### src/rtl/rb_pkg.sv
package rb_pkg;
  typedef enum logic [1:0] {
    S_IDLE  = 2'd0,
    S_MREQ  = 2'd1,
    S_MWAIT = 2'd2,
    S_RESP  = 2'd3
  } rb_state_e;
endpackage

### src/rtl/rb_tags.sv
module rb_tags #(
  parameter int TAG_W = 27
) (
  input  logic             clk,
  input  logic             rst_n,
  input  logic             flush,
  input  logic [TAG_W-1:0] lookup_tag,
  output logic [1:0]       hit,
  output logic             lru,
  input  logic             touch_en,
  input  logic             touch_line,
  input  logic             alloc_en,
  input  logic             alloc_line,
  input  logic [TAG_W-1:0] alloc_tag,
  input  logic             inv_en,
  input  logic             inv_line,
  input  logic             fill_en,
  input  logic             fill_line
);
  localparam int LINES = 2;

  logic [TAG_W-1:0] tag_q [LINES];
  logic [LINES-1:0] valid_q;
  logic             lru_q;

  for (genvar l = 0; l < LINES; l++) begin : g_cmp
    assign hit[l] = valid_q[l] && (tag_q[l] == lookup_tag);
  end

  assign lru = lru_q;

  always_ff @(posedge clk) begin
    if (!rst_n) begin
      valid_q <= '0;
      lru_q   <= 1'b0;
      for (int l = 0; l < LINES; l++) tag_q[l] <= '0;
    end else begin
      if (alloc_en) begin
        tag_q[alloc_line]   <= alloc_tag;
        valid_q[alloc_line] <= 1'b0;
      end
      if (inv_en)   valid_q[inv_line] <= 1'b0;
      if (fill_en)  valid_q[fill_line] <= 1'b1;
      if (flush)    valid_q <= '0;
      if (fill_en)       lru_q <= ~fill_line;
      else if (touch_en) lru_q <= ~touch_line;
    end
  end

  p_flush_clear_r8: assert property (@(posedge clk) disable iff (!rst_n)
    flush |=> (valid_q == '0));
  p_lru_away_r5: assert property (@(posedge clk) disable iff (!rst_n)
    (fill_en || touch_en) |=> (lru_q != $past(fill_en ? fill_line : touch_line)));
endmodule

### src/rtl/rb_data.sv
module rb_data #(
  parameter int DATA_W = 64,
  parameter int WORDS  = 4
) (
  input  logic                     clk,
  input  logic                     wr_en,
  input  logic                     wr_line,
  input  logic [$clog2(WORDS)-1:0] wr_idx,
  input  logic [DATA_W-1:0]        wr_data,
  input  logic                     rd_line,
  input  logic [$clog2(WORDS)-1:0] rd_idx,
  output logic [DATA_W-1:0]        rd_data
);
  localparam int LINES = 2;

  logic [DATA_W-1:0] arr_q [LINES][WORDS];

  always_ff @(posedge clk) begin
    if (wr_en) arr_q[wr_line][wr_idx] <= wr_data;
  end

  assign rd_data = arr_q[rd_line][rd_idx];
endmodule

### src/rtl/rb_prefetch_buf.sv
module rb_prefetch_buf
  import rb_pkg::*;
#(
  parameter int ADDR_W = 32,
  parameter int DATA_W = 64,
  parameter int WORDS  = 4
) (
  input  logic              clk,
  input  logic              rst_n,
  input  logic              flush,
  input  logic              req_valid,
  output logic              req_ready,
  input  logic [ADDR_W-1:0] req_addr,
  input  logic              req_nocache,
  input  logic              req_atomic,
  output logic              rsp_valid,
  input  logic              rsp_ready,
  output logic [DATA_W-1:0] rsp_data,
  output logic              mem_req_valid,
  input  logic              mem_req_ready,
  output logic [ADDR_W-1:0] mem_req_addr,
  output logic              mem_req_burst,
  input  logic              mem_rvalid,
  input  logic [DATA_W-1:0] mem_rdata
);
  localparam int OFF_W  = $clog2(DATA_W / 8);
  localparam int WIDX_W = $clog2(WORDS);
  localparam int TAG_W  = ADDR_W - WIDX_W - OFF_W;

  rb_state_e         state_q;
  logic [ADDR_W-1:0] addr_q;
  logic              burst_q;
  logic              vic_q;
  logic [WIDX_W-1:0] beat_q;
  logic [DATA_W-1:0] rsp_q;

  logic [1:0]        hit;
  logic              hit_any, hit_line, lru;
  logic              req_fire, cached;
  logic [DATA_W-1:0] buf_rd;
  logic              beat_in, last_beat;
  logic [WIDX_W-1:0] wr_idx;

  assign req_ready     = (state_q == S_IDLE);
  assign rsp_valid     = (state_q == S_RESP);
  assign rsp_data      = rsp_q;
  assign mem_req_valid = (state_q == S_MREQ);
  assign mem_req_addr  = addr_q;
  assign mem_req_burst = burst_q;

  assign req_fire  = req_valid && req_ready;
  assign cached    = !req_nocache && !req_atomic;
  assign hit_any   = |hit;
  assign hit_line  = hit[1];
  assign beat_in   = (state_q == S_MWAIT) && mem_rvalid;
  assign last_beat = !burst_q || (beat_q == WIDX_W'(WORDS - 1));
  assign wr_idx    = addr_q[OFF_W +: WIDX_W] + beat_q;

  rb_tags #(.TAG_W(TAG_W)) u_tags (
    .clk        (clk),
    .rst_n      (rst_n),
    .flush      (flush),
    .lookup_tag (req_addr[ADDR_W-1 -: TAG_W]),
    .hit        (hit),
    .lru        (lru),
    .touch_en   (req_fire && cached && hit_any),
    .touch_line (hit_line),
    .alloc_en   (req_fire && cached && !hit_any),
    .alloc_line (lru),
    .alloc_tag  (req_addr[ADDR_W-1 -: TAG_W]),
    .inv_en     (req_fire && !cached && hit_any),
    .inv_line   (hit_line),
    .fill_en    (beat_in && burst_q && last_beat),
    .fill_line  (vic_q)
  );

  rb_data #(.DATA_W(DATA_W), .WORDS(WORDS)) u_data (
    .clk     (clk),
    .wr_en   (beat_in && burst_q),
    .wr_line (vic_q),
    .wr_idx  (wr_idx),
    .wr_data (mem_rdata),
    .rd_line (hit_line),
    .rd_idx  (req_addr[OFF_W +: WIDX_W]),
    .rd_data (buf_rd)
  );

  always_ff @(posedge clk) begin
    if (!rst_n) begin
      state_q <= S_IDLE;
      addr_q  <= '0;
      burst_q <= 1'b0;
      vic_q   <= 1'b0;
      beat_q  <= '0;
      rsp_q   <= '0;
    end else begin
      unique case (state_q)
        S_IDLE: if (req_fire) begin
          addr_q <= req_addr;
          beat_q <= '0;
          if (cached && hit_any) begin
            rsp_q   <= buf_rd;
            state_q <= S_RESP;
          end else begin
            burst_q <= cached;
            vic_q   <= lru;
            state_q <= S_MREQ;
          end
        end
        S_MREQ:  if (mem_req_ready) state_q <= S_MWAIT;
        S_MWAIT: if (mem_rvalid) begin
          if (beat_q == '0) rsp_q <= mem_rdata;
          beat_q <= beat_q + WIDX_W'(1);
          if (last_beat) state_q <= S_RESP;
        end
        S_RESP:  if (rsp_ready) state_q <= S_IDLE;
        default: state_q <= S_IDLE;
      endcase
    end
  end

  p_rsp_hold_r9: assert property (@(posedge clk) disable iff (!rst_n)
    (rsp_valid && !rsp_ready) |=> (rsp_valid && $stable(rsp_data)));
  p_mreq_hold_r10: assert property (@(posedge clk) disable iff (!rst_n)
    (mem_req_valid && !mem_req_ready) |=> (mem_req_valid && $stable(mem_req_addr)));
  p_hit_nomem_r2: assert property (@(posedge clk) disable iff (!rst_n)
    (req_fire && cached && hit_any) |=> (rsp_valid && !mem_req_valid));
  p_bypass_single_r6: assert property (@(posedge clk) disable iff (!rst_n)
    (req_fire && !cached) |=> (mem_req_valid && !mem_req_burst));
endmodule

### config.mk
export PLATFORM = sky130hd
export DESIGN_NAME = rb_prefetch_buf
export DESIGN_NICKNAME = d
export VERILOG_FILES = /design/src/rtl/rb_pkg.sv /design/src/rtl/rb_tags.sv /design/src/rtl/rb_data.sv /design/src/rtl/rb_prefetch_buf.sv
export SDC_FILE = /design/constraint.sdc
export NUM_CORES = 1
export LEC_CHECK = 0
export ABC_AREA = 0
export BUFFER_PORTS_ARGS = -buffer_cell sky130_fd_sc_hd__clkbuf_2
export CAP_MARGIN = 20
export CORE_MARGIN = 2
export CORE_UTILIZATION = 53
export DETAILED_ROUTE_END_ITERATION = 7
export GPL_TIMING_DRIVEN = 0
export HOLD_SLACK_MARGIN = 0.15
export PLACE_DENSITY = 0.72
export SYNTH_ARGS = -nofsm -noshare
export SYNTH_HDL_FRONTEND = slang
export SYNTH_SLANG_ARGS = --single-unit
### constraint.sdc
create_clock -name clk -period 10.8 [get_ports clk]
set_clock_uncertainty 0.05 [all_clocks]
set_input_delay 2.16 -clock clk [delete_from_list [all_inputs] [get_ports clk]]
set_output_delay 2.16 -clock clk [all_outputs]
set_load 0.02 [all_outputs]
* Yosys cells after proc, flatten, opt, wreduce, memory -nomap -nowiden
Memory sizes are Yosys's and may differ from the RTL's. Cells that the tools add are included.
Storage, ports and cells: flip-flop bits (word level) 105, RAM bits 566, bits of input ports 105, logic and storage cells 122, memories kept 2
Memory list:
- u_data.arr_q | words 2, width 256, rd ports 1, clocked after Yosys merged registers in 0, write ports 1, RTL line rb_data.sv:16 | logic [DATA_W-1:0] arr_q [LINES][WORDS];
- u_tags.tag_q | words 2, width 27, rd ports 2, clocked after Yosys merged registers in 0, write ports 2, RTL line rb_tags.sv:22 | logic [TAG_W-1:0] tag_q [LINES];
Cells by class: add/subtract/negate cells 2, magnitude comparators 9, equal/unequal tests 13, mux-type cells 42, bitwise gates (word level) 11, reductions and logical operators 35
Operators with widths (count):
- 64-bit two-way mux | 7
- 256-bit two-way mux | 1
- 64-bit binary-select mux with 2-bit select | 1
- 64-bit demux with 2-bit select | 1
- 64-bit one-hot mux with 2 select lines | 1
- 27-bit == test | 2
- 27-bit two-way mux | 1
- 27-bit OR reduction | 1
- 2-bit two-way mux | 13
- 1-bit logical AND | 17
- 1-bit two-way mux | 12
- 2-bit by 1-bit inequality test with 1-bit output (second input constant) | 5
- 5-bit AND reduction | 2
- 2-bit one-hot mux with 4 select lines | 1
- 2-bit == test (second input constant) | 3
- 3-bit >= comparator (second input constant) | 2
- 1-bit by 2-bit less-than comparator with 1-bit output (second input constant) | 3
- 2-bit NOT with 3-bit output | 2
- 3-bit AND reduction | 2
- 1-bit logical NOT | 5
- 2-bit bitwise AND | 2
- 2-bit logical NOT | 2
- 2-bit inequality test (second input constant) | 2
- 1-bit NOT | 4
- other kinds (13) | 20

* Depth between registers and ports, before layout
depth in word-level cells 13, gate-level depth with buffers 11, mapped depth without buffers 9

* Modules after synthesis
From an unflattened synthesis, not the netlist that was laid out.
Unflattened totals: cell total of the unflattened synthesis 1460, area, all modules 26623.0 µm²
By module, submodules not included:
- rb_data | instances 1, cells an instance 752, area each 19266.0 µm², seq. area each 15374.7 µm²
- rb_prefetch_buf | instances 1, cells an instance 502, area each 4621.9 µm², seq. area each 2042.0 µm²
- rb_tags | instances 1, cells an instance 206, area each 2735.1 µm², seq. area each 1681.6 µm²

* Worst setup path after synthesis
No wires, ideal clock.
kind input port to flip-flop, start point input mem_rvalid, end point memory u_data.arr_q[0][192] (netlist bit) (enable), setup time 0.486 ns, arrival time 5.165 ns, data required time 10.264 ns, setup slack 5.099 ns, stages on the path 3, buffers on the path 0, path through and3_1 nand2b_1 nor2_1
Between the ends: cells in the longest elaborated chain, start to end 4
Ends and longest elaborated chain:
- start, declared | RTL line rb_prefetch_buf.sv:23 | input logic mem_rvalid,
- 1-bit logical AND | RTL line rb_prefetch_buf.sv:55 | assign beat_in = (state_q == S_MWAIT) && mem_rvalid;
- 1-bit logical AND | RTL line rb_prefetch_buf.sv:79 | .wr_en (beat_in && burst_q),
- 1-bit two-way mux | RTL line rb_data.sv:19 | if (wr_en) arr_q[wr_line][wr_idx] <= wr_data;
- 256-bit two-way mux (implied by the code) | RTL line rb_data.sv:19
- end, declared | RTL line rb_data.sv:16
Every way passes these cells.

* Final worst setup path
start point input req_addr[10], end point register rsp_q[7], in the netlist rsp_data[7]
Between the ends: cells in the longest elaborated chain, start to end 9
Ends and longest elaborated chain:
- start, declared | RTL line rb_prefetch_buf.sv:13 | input logic [ADDR_W-1:0] req_addr,
- 27-bit == test | RTL line rb_tags.sv:27 | assign hit[l] = valid_q[l] && (tag_q[l] == lookup_tag);
- 1-bit logical AND | RTL line rb_tags.sv:27
- memory read 2 x 256 bit
- 64-bit binary-select mux with 2-bit select | RTL line rb_data.sv:22 | assign rd_data = arr_q[rd_line][rd_idx];
- 64-bit two-way mux (implied by the code) (2 in series) | RTL line rb_data.sv:22
- 64-bit two-way mux | RTL line rb_prefetch_buf.sv:101 | if (cached && hit_any) begin
- 64-bit two-way mux | RTL line rb_prefetch_buf.sv:98 | S_IDLE: if (req_fire) begin
- 64-bit one-hot mux with 2 select lines | RTL line rb_prefetch_buf.sv:97 | unique case (state_q)
- end signal, assigned | RTL line rb_prefetch_buf.sv:102 | rsp_q <= buf_rd;
- end signal, assigned | RTL line rb_prefetch_buf.sv:112 | if (beat_q == '0) rsp_q <= mem_rdata;
- end, declared | RTL line rb_prefetch_buf.sv:35 | logic [DATA_W-1:0] rsp_q;
Parallel ways exist; a longest one is shown, timed or not. The select of a mux whose other input is x is not followed. A chain may end at the register's enable or synchronous reset.

==> impl_metrics.sql <==
INSERT INTO impl_metrics (metric_group, metric, value, unit) VALUES
('outcome', 'run_status', 'finished clean', ''),
('cts', 'cts_root_buffer', 'clkbuf_16', ''),
('detailed_routing', 'topRoutingLayerUsed', 'met5', ''),
('finish', 'flow.area_growth_from_synthesis', '17.7', '%'),
('detailed_routing', 'drt_pre_antenna_iters', '6', ''),
('logic_synthesis', 'post_synth_fa_ha_maj_area_fraction', '0.320', '%'),
('floorplanning', 'num_rows', '83', ''),
('grt', 'grt_max_degree', '30', ''),
('cts', 'clk-insertion-delay-late', '0.62', 'ns'),
('logic_synthesis', 'most_repeated_cell_in_the_gate_level_netlist_after_synthesis', 'edfxtp_1', ''),
('critical_path', 'reg2reg_setup_slack', '6.61', 'ns'),
('logic_synthesis', 'synthXorXnorAreaFrac', '1.79', '%'),
('logic_synthesis', 'yosysTopAreaCellShare', '62.2', '%'),
('logic_synthesis', 'proportion_of_synthesized_chip_area_in_sequential_cells', '69.9', '%'),
('logic_synthesis', 'synth_top_family_by_area', 'compound AO/OA/AOI/OAI gates', ''),
('timing', 'post-route-worst-setup-slack', '5.24', 'ns'),
('detailed_routing', 'detailroute.via_count', '19300', ''),
('grt', 'global_router_s_overall_resource_usage', '28.3', '%'),
('grt', 'via_count_of_the_first_global_routing_pass', '18900', ''),
('detailed_routing', 'post-route-drc-count', '0', ''),
('cts', 'h_tree_depth_reported_by_cts', '3', ''),
('timing', 'highest_achievable_clock_rate', '180', 'MHz'),
('detailed_routing', 'routed_wire_length_per_instance', '25.0', 'um'),
('logic_synthesis', 'yosysTopAreaCell', 'edfxtp_1', ''),
('detailed_routing', 'viasPerCell', '6.27', ''),
('timing', 'grt_setup_unrepaired', 'no', ''),
('detailed_routing', 'dr_wl_met2', '36700', 'um'),
('logic_synthesis', 'syn_avg_cell_area', '13.4', 'um2'),
('pwr', 'power_per_standard_cell_area', '211', 'nW/um2'),
('critical_path', 'critPathRequiredTime', '11.26', 'ns'),
('cts', 'clkSinkCount', '671', ''),
('logic_synthesis', 'ys.flop_type', 'edfxtp_1', ''),
('critical_path', 'r2r_end', 'rsp_data[7]$_SDFFE_PN0P_', ''),
('critical_path', 'cp_max_fo', '10', ''),
('cts', 'cts_hold_buffers', '0', ''),
('logic_synthesis', 'synth-async-reset-ratio', '0', '%'),
('worst_hold_path', 'holdPathStages', '2', ''),
('pwr', 'comb_power_share', '18.2', '%'),
('finish', 'drive_above_1_share', '16.8', '%'),
('grt', 'initial_antenna_violation_count', '4', ''),
('placed_design', 'dpl_cell_area', '29700', 'um2'),
('cts', 'count_of_buffers_added_by_post_cts_timing_repair_for_setup', '0', ''),
('run', 'drv.max_cap_violation_count', '0', ''),
('cts', 'cts.repair.resized', '0', ''),
('timing', 'worst_slew_margin_rel', '35.2', '%'),
('logic_synthesis', 'synth_simple_gate_area_share', '9.28', '%'),
('cts', 'ctsLongestPathBuffers', '3', ''),
('critical_path', 'ff2ff_path_depth', '9', ''),
('timing', 'layout_min_cycle_time', '5.56', 'ns'),
('finish', 'layout.filler_cells', '3739', ''),
('logic_synthesis', 'flip_flop_and_latch_count_after_synthesis', '671', ''),
('detailed_routing', 'routedLengthMet1', '29800', 'um'),
('logic_synthesis', 'syn_area', '27300', 'um2'),
('timing', 'finalSetupViolCount', '0', ''),
('logic_synthesis', 'synth-compound-area-share', '13.0', '%'),
('logic_synthesis', 'number_of_unique_standard_cell_types_used_by_synthesis', '50', ''),
('pwr', 'peak_vdd_ir', '0.103', 'mV'),
('timing', 'tightestPinTransition', '0.973', 'ns'),
('pwr', 'internal_power', '4.86', 'mW'),
('critical_path', 'worstPathArrival', '6.02', 'ns'),
('floorplanning', 'io_pins', '205', ''),
('floorplanning', 'die-height', '231', 'um'),
('grt', 'grt_overflow_total', '0', ''),
('critical_path', 'critical_setup_path_kind', 'primary input to register', ''),
('critical_path', 'r2r-start', 'u_tags.tag_q[1][17]$_SDFFCE_PN0P_', ''),
('floorplanning', 'starting_utilization_of_the_core_area', '53.4', '%'),
('critical_path', 'critical_path_buf_inv_count', '4', ''),
('logic_synthesis', 'synth_nets', '2154', ''),
('finish', 'instances_no_fill', '3075', ''),
('floorplanning', 'fp.dieArea', '53400', 'um2'),
('logic_synthesis', 'synth.yosys.warnings', '0', '');
flip-flops by register name, summed over array words and instances, names as in the netlist:
| register | cells |
|---|---|
| beat_q | 2 |
| mem_req_addr | 32 |
| mem_req_burst | 1 |
| rsp_data | 64 |
| state_q | 2 |
| u_data.arr_q | 512 |
| u_tags.lru | 1 |
| u_tags.tag_q | 54 |
| u_tags.valid_q | 2 |
| vic_q | 1 |
stage by stage:
| step | utilization (%) | hold slack, ns |
|---|---|---|
| after global routing | 62.9 | 0.432 |
| after global placement | 57.0 | 0.393 |
| after floorplan | - | 0.397 |
| after CTS | 62.8 | 0.407 |
| after detailed placement | 58.1 | 0.398 |
| final | 62.9 | 0.407 |
routing by layer:
metal,GRT usage [%],vias to the layer above
met5,0,-
met4,10.9,6
met3,5.91,162
met2,45.7,1152
met1,37.9,9478
li1,-,8485
cell type report:
| class | count | area (um2) | area share [%] |
|---|---|---|---|
| Antenna cell | 1 | 2.50 | 0.00778 |
| Buffer | 167 | 687 | 2.13 |
| Clock buffer | 105 | 2140 | 6.64 |
| Clock inverter | 23 | 280 | 0.871 |
| Inverter | 53 | 199 | 0.618 |
| Multi-Input combinational cell | 1151 | 7420 | 23.1 |
| Sequential cell | 671 | 19100 | 59.3 |
| Tap cell | 680 | 851 | 2.64 |
| Timing Repair Buffer | 224 | 1500 | 4.67 |
worst max path at each step:
stage	depth (start not counted)	end	slack [ns]	from
2_1_floorplan	3	u_data.arr_q[0][192]$_DFFE_PP_	5.10	mem_rvalid
3_3_place_gp	4	u_data.arr_q[0][21]$_DFFE_PP_	2.45	mem_rvalid
3_5_place_dp	10	rsp_data[47]$_SDFFE_PN0P_	4.74	req_addr[10]
4_1_cts	10	rsp_data[47]$_SDFFE_PN0P_	5.36	req_addr[10]
5_1_grt	10	rsp_data[7]$_SDFFE_PN0P_	5.20	req_addr[10]
6_report	10	rsp_data[7]$_SDFFE_PN0P_	5.24	req_addr[10]
logic make-up (layout without fill, tap and decap cells):
family                     count (synthesis)  after routing
DFF                                      671            671
and+or+nand+nor                          542            542
AOI/OAI and AO/OA                        481            481
buffers and inverters                    220            572
muxes                                     65             65
xor gates and xnor gates                  56             56
adders and majority gates                  7              7
other                                      0              1
worst register-to-register path: cells and delay by family (launching register included):
kind | cells | cell delay (ns)
AO/OA/AOI/OAI | 2 | 0.61
XOR/XNOR | 1 | 0.26
buffers and inverters | 3 | 1.70
flip-flops | 1 | 0.38
AND/OR/NAND/NOR | 3 | 1.08
power groups by stage:
stage	logic [mW]	registers (mW)	clock network, mW
6_report	1.24	3.06	2.49
5_1_grt	1.32	3.07	2.61
4_1_cts	1.22	3.06	2.51
3_5_place_dp	1.21	3.11	0
3_3_place_gp	1.17	3.11	0
2_1_floorplan	0.599	3.23	0
cells in the final DEF (no fill, tap or decap), types with 44 or more instances in the layout:
master / netlist / final
edfxtp_1: 566 / 566
nand2_1: 278 / 278
clkbuf_2: 0 / 202
clkbuf_1: 123 / 137
dfxtp_1: 105 / 105
a21oi_1: 103 / 102
clkbuf_16: 0 / 74
a31oi_1: 71 / 71
nand3_1: 66 / 66
and2_1: 57 / 57
inv_1: 53 / 53
nor3_1: 48 / 48
xnor2_1: 44 / 44
Power figures use the tool's default switching activity.
